### src/rtl/irq_agg_pkg.sv
package irq_agg_pkg;

    localparam int DW        = 32;
    localparam int AW        = 16;
    localparam int NOUT      = 4;
    localparam int NDMA      = 4;
    localparam int NTMR      = 4;
    localparam int NSDMA     = 2;
    localparam int SDMA_EVTS = 4;
    localparam int SDMA_STRIDE = 8;
    localparam int NGROUPS   = 4;
    localparam int GROUP_W   = DW / NGROUPS;

    localparam int LO_DMA_POS  = 4;
    localparam int LO_TMR_POS  = 8;
    localparam int HI_PIN_POS  = 24;
    localparam int HI_SDMA_POS = 4;
    localparam int SEL_HI_BIT  = 30;
    localparam int SEL_BOTH_BIT = 31;

    localparam logic [AW-1:0] A_LO_CAUSE = 16'h0004;
    localparam logic [AW-1:0] A_HI_CAUSE = 16'h000C;
    localparam logic [AW-1:0] A_OUT_BASE = 16'h0014;
    localparam logic [AW-1:0] A_OUT_STEP = 16'h0020;
    localparam logic [AW-1:0] A_PIN_CAUSE = 16'hF108;
    localparam logic [AW-1:0] A_PIN_MASK  = 16'hF10C;
    localparam logic [AW-1:0] A_SDMA_CAUSE = 16'hB800;
    localparam logic [AW-1:0] A_SDMA_MASK  = 16'hB880;

    localparam logic [DW-1:0] PAYLOAD = 32'h3FFF_FFFF;

    typedef enum logic [2:0] {
        K_NONE, K_LO, K_HI, K_PIN, K_PMASK, K_SCAUSE, K_SMASK, K_OUT
    } reg_kind_e;

    typedef enum logic [1:0] { S_MLO, S_MHI, S_SEL } out_sub_e;

    typedef struct packed {
        reg_kind_e kind;
        logic [1:0] idx;
        out_sub_e  sub;
    } reg_sel_t;

    function automatic logic [DW-1:0] lo_live();
        logic [DW-1:0] m;
        m = '0;
        for (int i = 0; i < NDMA; i++) m[LO_DMA_POS+i] = 1'b1;
        for (int i = 0; i < NTMR; i++) m[LO_TMR_POS+i] = 1'b1;
        return m;
    endfunction

    function automatic logic [DW-1:0] sdma_live();
        logic [DW-1:0] m;
        m = '0;
        for (int n = 0; n < NSDMA; n++)
            for (int k = 0; k < SDMA_EVTS; k++)
                m[SDMA_STRIDE*n+k] = 1'b1;
        return m;
    endfunction

    function automatic reg_sel_t decode(input logic [AW-1:0] a);
        reg_sel_t r;
        logic [AW-1:0] base;
        r = '{kind: K_NONE, idx: 2'd0, sub: S_MLO};
        case (a)
            A_LO_CAUSE:   r.kind = K_LO;
            A_HI_CAUSE:   r.kind = K_HI;
            A_PIN_CAUSE:  r.kind = K_PIN;
            A_PIN_MASK:   r.kind = K_PMASK;
            A_SDMA_CAUSE: r.kind = K_SCAUSE;
            A_SDMA_MASK:  r.kind = K_SMASK;
            default: begin
                for (int k = 0; k < NOUT; k++) begin
                    base = A_OUT_BASE + AW'(k) * A_OUT_STEP;
                    if (a == base)       begin r.kind = K_OUT; r.idx = 2'(k); r.sub = S_MLO; end
                    if (a == base + 16'd8)  begin r.kind = K_OUT; r.idx = 2'(k); r.sub = S_MHI; end
                    if (a == base + 16'd16) begin r.kind = K_OUT; r.idx = 2'(k); r.sub = S_SEL; end
                end
            end
        endcase
        return r;
    endfunction

    function automatic logic [DW-1:0] merge_sel(input logic [DW-1:0] lo, input logic [DW-1:0] hi,
                                                input logic [DW-1:0] mlo, input logic [DW-1:0] mhi);
        logic lo_act, hi_act;
        logic [DW-1:0] r;
        lo_act = |(lo & mlo);
        hi_act = |(hi & mhi);
        if (!lo_act && hi_act) begin
            r = hi & PAYLOAD;
            r[SEL_HI_BIT] = 1'b1;
        end else begin
            r = lo & PAYLOAD;
            r[SEL_BOTH_BIT] = lo_act && hi_act;
        end
        return r;
    endfunction

endpackage

### src/rtl/irq_cause_reg.sv
module irq_cause_reg #(
    parameter int W = 32,
    parameter logic [W-1:0] LIVE = '1
) (
    input  logic         clk,
    input  logic         rst,
    input  logic         wr_en,
    input  logic [W-1:0] wdata,
    input  logic [W-1:0] set,
    output logic [W-1:0] q
);
    logic [W-1:0] keep;
    logic [W-1:0] q_n;

    always_comb begin
        keep = wr_en ? wdata : '1;
        q_n  = ((q & keep) | set) & LIVE;
    end

    always_ff @(posedge clk) begin
        if (rst) q <= '0;
        else     q <= q_n;
    end
endmodule

### src/rtl/irq_summary.sv
module irq_summary
    import irq_agg_pkg::*;
(
    input  logic [DW-1:0] pin_cause,
    input  logic [DW-1:0] pin_mask,
    input  logic [DW-1:0] sdma_cause,
    input  logic [DW-1:0] sdma_mask,
    output logic [DW-1:0] hi_cause
);
    logic [NGROUPS-1:0] grp_act;
    logic [NSDMA-1:0]   ch_act;
    logic [DW-1:0]      pin_m;
    logic [DW-1:0]      sdma_m;

    assign pin_m  = pin_cause & pin_mask;
    assign sdma_m = sdma_cause & sdma_mask;

    for (genvar g = 0; g < NGROUPS; g++) begin : g_pin
        assign grp_act[g] = |pin_m[GROUP_W*g +: GROUP_W];
    end

    for (genvar n = 0; n < NSDMA; n++) begin : g_sdma
        assign ch_act[n] = |sdma_m[SDMA_STRIDE*n +: SDMA_EVTS];
    end

    always_comb begin
        hi_cause = '0;
        for (int g = 0; g < NGROUPS; g++) hi_cause[HI_PIN_POS+g] = grp_act[g];
        for (int n = 0; n < NSDMA; n++)   hi_cause[HI_SDMA_POS+2*n] = ch_act[n];
    end
endmodule

### src/rtl/irq_out_unit.sv
module irq_out_unit
    import irq_agg_pkg::*;
(
    input  logic          clk,
    input  logic          rst,
    input  logic [DW-1:0] lo_cause,
    input  logic [DW-1:0] hi_cause,
    input  logic          mlo_we,
    input  logic          mhi_we,
    input  logic [DW-1:0] wdata,
    output logic [DW-1:0] mask_lo,
    output logic [DW-1:0] mask_hi,
    output logic [DW-1:0] sel,
    output logic          irq
);
    logic req;

    assign req = (|(lo_cause & mask_lo)) || (|(hi_cause & mask_hi));
    assign sel = merge_sel(lo_cause, hi_cause, mask_lo, mask_hi);

    always_ff @(posedge clk) begin
        if (rst) begin
            mask_lo <= '0;
            mask_hi <= '0;
            irq     <= 1'b0;
        end else begin
            if (mlo_we) mask_lo <= wdata;
            if (mhi_we) mask_hi <= wdata;
            irq <= req;
        end
    end
endmodule

### src/rtl/irq_aggregator.sv
module irq_aggregator
    import irq_agg_pkg::*;
(
    input  logic          clk,
    input  logic          rst,
    input  logic [AW-1:0] bus_addr,
    input  logic          bus_we,
    input  logic [DW-1:0] bus_wdata,
    output logic [DW-1:0] bus_rdata,
    input  logic [NDMA-1:0] dma_done,
    input  logic [NTMR-1:0] timer_exp,
    input  logic [DW-1:0] pin_evt,
    input  logic [NSDMA*SDMA_EVTS-1:0] sdma_evt,
    output logic [NOUT-1:0] irq_out
);
    reg_sel_t rs;
    logic [DW-1:0] lo_set, sdma_set;
    logic [DW-1:0] lo_cause, hi_cause, pin_cause, sdma_cause;
    logic [DW-1:0] pin_mask, sdma_mask;
    logic [NOUT-1:0][DW-1:0] mask_lo_all, mask_hi_all, sel_all;

    assign rs = decode(bus_addr);

    always_comb begin
        lo_set = '0;
        for (int i = 0; i < NDMA; i++) lo_set[LO_DMA_POS+i] = dma_done[i];
        for (int i = 0; i < NTMR; i++) lo_set[LO_TMR_POS+i] = timer_exp[i];
        sdma_set = '0;
        for (int n = 0; n < NSDMA; n++)
            for (int k = 0; k < SDMA_EVTS; k++)
                sdma_set[SDMA_STRIDE*n+k] = sdma_evt[SDMA_EVTS*n+k];
    end

    irq_cause_reg #(.W(DW), .LIVE(lo_live())) u_lo (
        .clk(clk), .rst(rst), .wr_en(bus_we && rs.kind == K_LO),
        .wdata(bus_wdata), .set(lo_set), .q(lo_cause));

    irq_cause_reg #(.W(DW), .LIVE('1)) u_pin (
        .clk(clk), .rst(rst), .wr_en(bus_we && rs.kind == K_PIN),
        .wdata(bus_wdata), .set(pin_evt), .q(pin_cause));

    irq_cause_reg #(.W(DW), .LIVE(sdma_live())) u_sdma (
        .clk(clk), .rst(rst), .wr_en(bus_we && rs.kind == K_SCAUSE),
        .wdata(bus_wdata), .set(sdma_set), .q(sdma_cause));

    always_ff @(posedge clk) begin
        if (rst) begin
            pin_mask  <= '0;
            sdma_mask <= '0;
        end else if (bus_we) begin
            if (rs.kind == K_PMASK) pin_mask  <= bus_wdata;
            if (rs.kind == K_SMASK) sdma_mask <= bus_wdata;
        end
    end

    irq_summary u_sum (
        .pin_cause(pin_cause), .pin_mask(pin_mask),
        .sdma_cause(sdma_cause), .sdma_mask(sdma_mask),
        .hi_cause(hi_cause));

    for (genvar k = 0; k < NOUT; k++) begin : g_out
        irq_out_unit u_unit (
            .clk(clk), .rst(rst),
            .lo_cause(lo_cause), .hi_cause(hi_cause),
            .mlo_we(bus_we && rs.kind == K_OUT && rs.idx == 2'(k) && rs.sub == S_MLO),
            .mhi_we(bus_we && rs.kind == K_OUT && rs.idx == 2'(k) && rs.sub == S_MHI),
            .wdata(bus_wdata),
            .mask_lo(mask_lo_all[k]), .mask_hi(mask_hi_all[k]),
            .sel(sel_all[k]), .irq(irq_out[k]));
    end

    always_comb begin
        case (rs.kind)
            K_LO:     bus_rdata = lo_cause;
            K_HI:     bus_rdata = hi_cause;
            K_PIN:    bus_rdata = pin_cause;
            K_PMASK:  bus_rdata = pin_mask;
            K_SCAUSE: bus_rdata = sdma_cause;
            K_SMASK:  bus_rdata = sdma_mask;
            K_OUT: begin
                case (rs.sub)
                    S_MLO:   bus_rdata = mask_lo_all[rs.idx];
                    S_MHI:   bus_rdata = mask_hi_all[rs.idx];
                    default: bus_rdata = sel_all[rs.idx];
                endcase
            end
            default:  bus_rdata = '0;
        endcase
    end
endmodule

### config.mk
export PLATFORM = sky130hd
export DESIGN_NAME = irq_aggregator
export DESIGN_NICKNAME = d
export VERILOG_FILES = /design/src/rtl/irq_agg_pkg.sv /design/src/rtl/irq_cause_reg.sv /design/src/rtl/irq_summary.sv /design/src/rtl/irq_out_unit.sv /design/src/rtl/irq_aggregator.sv
export SDC_FILE = /design/constraint.sdc
export NUM_CORES = 1
export LEC_CHECK = 0
export BUFFER_PORTS_ARGS = -buffer_cell sky130_fd_sc_hd__clkbuf_2
export CAP_MARGIN = 20
export CELL_PAD_IN_SITES_DETAIL_PLACEMENT = 1
export CELL_PAD_IN_SITES_GLOBAL_PLACEMENT = 1
export CORE_ASPECT_RATIO = 0.7
export CORE_MARGIN = 2
export CORE_UTILIZATION = 46
export CTS_BUF_LIST = sky130_fd_sc_hd__clkbuf_8
export DETAILED_ROUTE_END_ITERATION = 12
export GPL_ROUTABILITY_DRIVEN = 0
export PLACE_DENSITY = 0.94
export SLEW_MARGIN = 20
export SYNTH_ARGS = -nofsm -noshare
export SYNTH_HDL_FRONTEND = slang
export SYNTH_SLANG_ARGS = --single-unit
### constraint.sdc
create_clock -name clk -period 3.3 [get_ports clk]
set_clock_uncertainty 0.05 [all_clocks]
set_input_delay 0.495 -clock clk [delete_from_list [all_inputs] [get_ports clk]]
set_output_delay 0.495 -clock clk [all_outputs]
set_load 0.1 [all_outputs]
==> reports/qor.yml, run 1 <==
run_status:
  status: "aborted with a tool error"
  haltStage: "global routing"
  error: "[ERROR GRT-0232] Routing congestion too high. Check the congestion heatmap in the GUI."
logic_synthesis:
  muxShareOfSynthArea: 0.0135
  syn-mean-instance-area_um2: 7.43
  synthCells: 2195
  yosysUniqueCellTypes: 61
  synth_compound_area_frac: 0.256
  synth-edff-count: 0
  yosysWarnings: 0
  yosys.area_share.simple: 0.211
  synthesis.nets: 2294
  netlist.area_leader.share: 0.457
  ys.flop_type: "dfxtp_1"
  synth_top_family_by_area: "compound AO/OA/AOI/OAI gates"
  synthAdderAreaFrac: 0
  synthXorXnorAreaFrac: 0
  synth_area_um2: 16300
  ys_seq_area_frac: 0.457
  synth.largest_area_cell: "dfxtp_1"
  async_reset_ff_frac: 0
  synth_seq_cells: 372
  netlist_top_cells_area: "dfxtp_1 46%, nand2_1 17%, a21oi_1 13%"
cts:
  cts_made_buffers: 57
  cts_root_buf: "clkbuf_8"
  clock_path_buffers: 3
  htree_levels: 2
  cts_hold_buf: 0
  clock_sinks: 372
global_routing:
  grt_max_degree: 111
  track_usage: 0.801
  grt_remaining_overflow: 17
floorplan:
  initial_core_util: 0.469
  die_y_um: 162
  ios: 135
  die_x_um: 229
  rows: 57
placed_design:
  dp_hpwl_um: 56100
  io_buffer_count: 134
  dp_cells: 2829
-- synth_stat cells (all sizes together), types with 9 or more instances --
library cell / n
nand2: 742
clkbuf: 147
nand4: 10
nor3: 9
a221oi: 10
o211ai: 12
nand3: 22
o21ai: 74
inv: 55
buf: 50
nor2: 29
a21oi: 439
a22oi: 56
a222oi: 57
dfxtp: 372
mux2i: 22
-- metal layers --
metal  overflow  global-route usage
met2          6               0.920
met4          6               0.756
met5          0               0.602
met1          2               0.790
met3          3               0.721
-- logic make-up after synthesis --
group	after synthesis
flip-flops	372
buffers and inverters	252
AND/OR/NAND/NOR	851
AO/OA/AOI/OAI	698
multiplexers	22
-- metrics by stage --
| stage | setup WS, ns | setup TNS (ns) | utilization | instance area, um^2 |
|---|---|---|---|---|
| after CTS | -0.864 | -16.08 | 0.627 | 21800 |
| after detailed placement | -0.618 | -11.14 | 0.563 | 19600 |
| after global placement | -0.330 | -4.72 | 0.563 | 19600 |
| after floorplan | -0.802 | -11.02 | - | 16700 |
-- repair_timing --
action                                 in CTS
endpoints found under the hold margin       0
setup endpoints to repair                  32
gates cloned                                7
resized for setup                         173
buffers inserted                           46
pin swaps                                 104
==> inputs of run 2 (changes only) <==
--- a/config.mk
+++ b/config.mk
@@ -7,15 +7,11 @@
 export LEC_CHECK = 0
 export BUFFER_PORTS_ARGS = -buffer_cell sky130_fd_sc_hd__clkbuf_2
 export CAP_MARGIN = 20
-export CELL_PAD_IN_SITES_DETAIL_PLACEMENT = 1
-export CELL_PAD_IN_SITES_GLOBAL_PLACEMENT = 1
-export CORE_ASPECT_RATIO = 0.7
 export CORE_MARGIN = 2
-export CORE_UTILIZATION = 46
-export CTS_BUF_LIST = sky130_fd_sc_hd__clkbuf_8
+export CORE_UTILIZATION = 40
 export DETAILED_ROUTE_END_ITERATION = 12
 export GPL_ROUTABILITY_DRIVEN = 0
-export PLACE_DENSITY = 0.94
+export PLACE_DENSITY_LB_ADDON = 0.15
 export SLEW_MARGIN = 20
 export SYNTH_ARGS = -nofsm -noshare
 export SYNTH_HDL_FRONTEND = slang
==> run 2 against run 1 <==
Effect of this change:
- the flow now finishes, with violations (setup timing)
- area after synthesis unchanged
- synthesized cell count unchanged
==> reports/qor.yml, run 2 <==
logic_synthesis:
  netlist_top_cells_area: "dfxtp_1 46%, nand2_1 17%, a21oi_1 13%"
  ys_seq_area_frac: 0.457  # unchanged
  yosysWarnings: 0  # unchanged
  synth-edff-count: 0  # unchanged
  synth.most_common_cell: "nand2_1"
  netlist.area_leader.share: 0.457  # unchanged
  synthesis.nets: 2294  # unchanged
  ys.flop_type: "dfxtp_1"
  synth_area_um2: 16300  # unchanged
  synthTopCellsByCount: "742 x nand2_1, 439 x a21oi_1, 372 x dfxtp_1"
  syn-mean-instance-area_um2: 7.43  # unchanged
  async_reset_ff_frac: 0  # unchanged
  synth_seq_cells: 372  # unchanged
  synthCells: 2195  # unchanged
  synth.largest_area_cell: "dfxtp_1"
  yosysUniqueCellTypes: 61  # unchanged
global_routing:
  grt_first_pass_wirelength_um: 99900
  grt_remaining_overflow: 0
  grt_pass1_vias: 17128
  antenna_found_initial: 1
  track_usage: 0.308
  grt_max_degree: 105
route:
  vias: 17381
  dr.pass1.iters: 9
  remaining_drc_errors: 0
  wl_um: 65700
  wire_per_inst_um: 21.8
  antenna_left: 0
  drt_iter0_markers: 1947
  vias_per_cell: 5.77
setup_path:
  crit_buf_inv: 4
  cpLargestDelayFamily: "compound AO/OA/AOI/OAI gates"
  critical_path.most_common_cell: "buf_6"
  crit_required_ns: 2.75
  crit_fanout: 4
  critPathMaxStageDelay_ns: 0.50
  reg2reg_slack_ns: 1.17
  arrival_ns: 3.39
  crit_path_cell_trace: "a22oi_2 -> nand4_1 -> buf_6 -> buf_6 -> a222oi_1 -> and2_4 -> o32ai_4 -> or2_4 -> buf_6 -> a21o_1 -> a31o_4 -> buf_12"
  endpoint_kind: "output port"
  cpMaxStageDelayCell: "a222oi_1"
  worst-setup-path-type: "flop to output port"
  critPathLaunchType: "flop"
sta:
  timing.slew.headroom: 0.460
  setup_violations: 31
  rsz0062_at_grt: "true"
  fmax_mhz: 254
  whs_ns: 0.0884
  hold_viol: 0
  tightest_slew_ns: 0.810
  final_max_slew_viol_count: 0
  post-route-period-util: 1.19
  final.setup.worst_slack_ns: -0.636
  fin_crit_ns: 3.94
  tns_ns: -9.44
cts:
  clock_sinks: 372  # unchanged
  cts_root_buf: "clkbuf_16"
  cts_tree: "yes"
  worst_skew_pair.late_latency_ns: 0.57
  path_clk_slew_ns: 0.06
  htree_levels: 2  # unchanged
  cts_made_buffers: 42  # -26%
  clock_path_buffers: 3  # unchanged
floorplan:
  ios: 135  # unchanged
  die_y_um: 206  # +27%
  die_area_um2: 42400
  die_x_um: 206  # -10%
  rows: 73  # +28%
  coreArea_um2: 40000
  initial_core_util: 0.408  # -0.0609
power:
  vdd_drop_max_v: 0.000335
  power_density_nw_per_um2: 433
  clkPwrFrac: 0.478
  p_leak_uw: 0.00791
  combPwrFrac: 0.047
  p_switching_uw: 2260
  internal_power_uw: 7360
  netSwitchingFraction: 0.235
  seqPwrFrac: 0.476
run_status:
  violations: "setup timing"
  status: "finished with violations"
finish:
  fillerInstances: 3709
  stdcell_area_um2: 22200
  n_antenna_cell: 0
  drive_gt1_frac: 0.239
  final_common_cell: "nand2_1"
  area_growth_pct: 36.4
  multiInputGateArea_um2: 8600
  top_regs: "g_out.u_unit.mask_hi: 128 flops, g_out.u_unit.mask_lo: 128 flops"
  fin_cells: 3011
  nets: 2555
  regArea_um2: 7450
  final_cell_mix: "730 x nand2_1, 422 x a21oi_1, 369 x dfxtp_1"
placed_design:
  io_buffer_count: 134  # unchanged
  place_area_um2: 19900  # +1.4%
  place_ws_ns: -0.256  # +0.362 ns
  dp_cells: 2907  # +2.8%
  dp_hpwl_um: 43100  # -23%
run:
  maxCapViolations: 0
min_path:
  hold_path.class: "primary input to flop"
-- run 2: cell counts after synthesis --
No cell type changed its count.
-- run 2: final cells by class --
type | instances | share of cell area
clock buffers | 67 | 0.0578
inverters | 55 | 0.00928
clock inverters | 7 | 0.00264
multi-input cells | 1571 | 0.387
well taps | 525 | 0.0295
repair buffers | 414 | 0.179
flip-flops and latches | 372 | 0.335
-- run 2: path summary, 6_finish.rpt --
path                                       to  cells past startpoint                        start
hold reg to reg   g_out[0].u_unit.mask_hi[17]                      2  g_out[0].u_unit.mask_hi[17]
setup reg to reg          g_out[3].u_unit.irq                      8                 pin_mask[18]
setup / recovery                bus_rdata[25]                     12                 pin_mask[18]
hold / removal                    u_pin.q[15]                      3                  pin_evt[15]
-- run 2: power groups by stage --
stage	Combinational [uW]	Sequential (uW)	Clock [uW]
floorplan	207	4660	0
global placement	415	4670	0
detailed placement	420	4670	0
CTS	442	4580	4650
global route	479	4580	4820
finish	450	4580	4600
-- run 2: logic make-up (layout without fill, tap and decap cells) --
family,Yosys count,count (layout),synth area share
compound gates,698,698,0.256
mux,22,22,0.0135
flops,372,372,0.457
buf+inv,252,543,0.0631
simple gates,851,851,0.211
-- run 2: what timing repair did --
| action | 4_1_cts | 5_1_grt |
|---|---|---|
| resized for setup | 150 | 31 |
| setup buffers | 33 | 8 |
| endpoints found under the setup margin | 32 | 32 |
| cloned | 10 | 0 |
| pin swaps | 97 | 60 |
| hold buffers | 0 | 0 |
-- run 2: worst min-delay path: stages --
cell and delay (ns):
clkbuf_2 0.08, inv_1 0.04, a21oi_1 0.05
-- run 2: metal layers --
layer	global-route usage	routed length (um)	vias up
li1	-	-	8069
met1	0.396	26500	8362
met2	0.499	30900	795
met3	0.0500	5220	153
met4	0.153	3130	2
met5	0	13	-
-- run 2: stage by stage --
stage | power (uW) | utilization
finish | 9630 | 0.556
global route | 9880 | 0.556
CTS | 9660 | 0.555
detailed placement | 5090 | 0.497
global placement | 5090 | 0.497
floorplan | 4870 | -
Note: power is estimated with default switching activity, not from simulation.
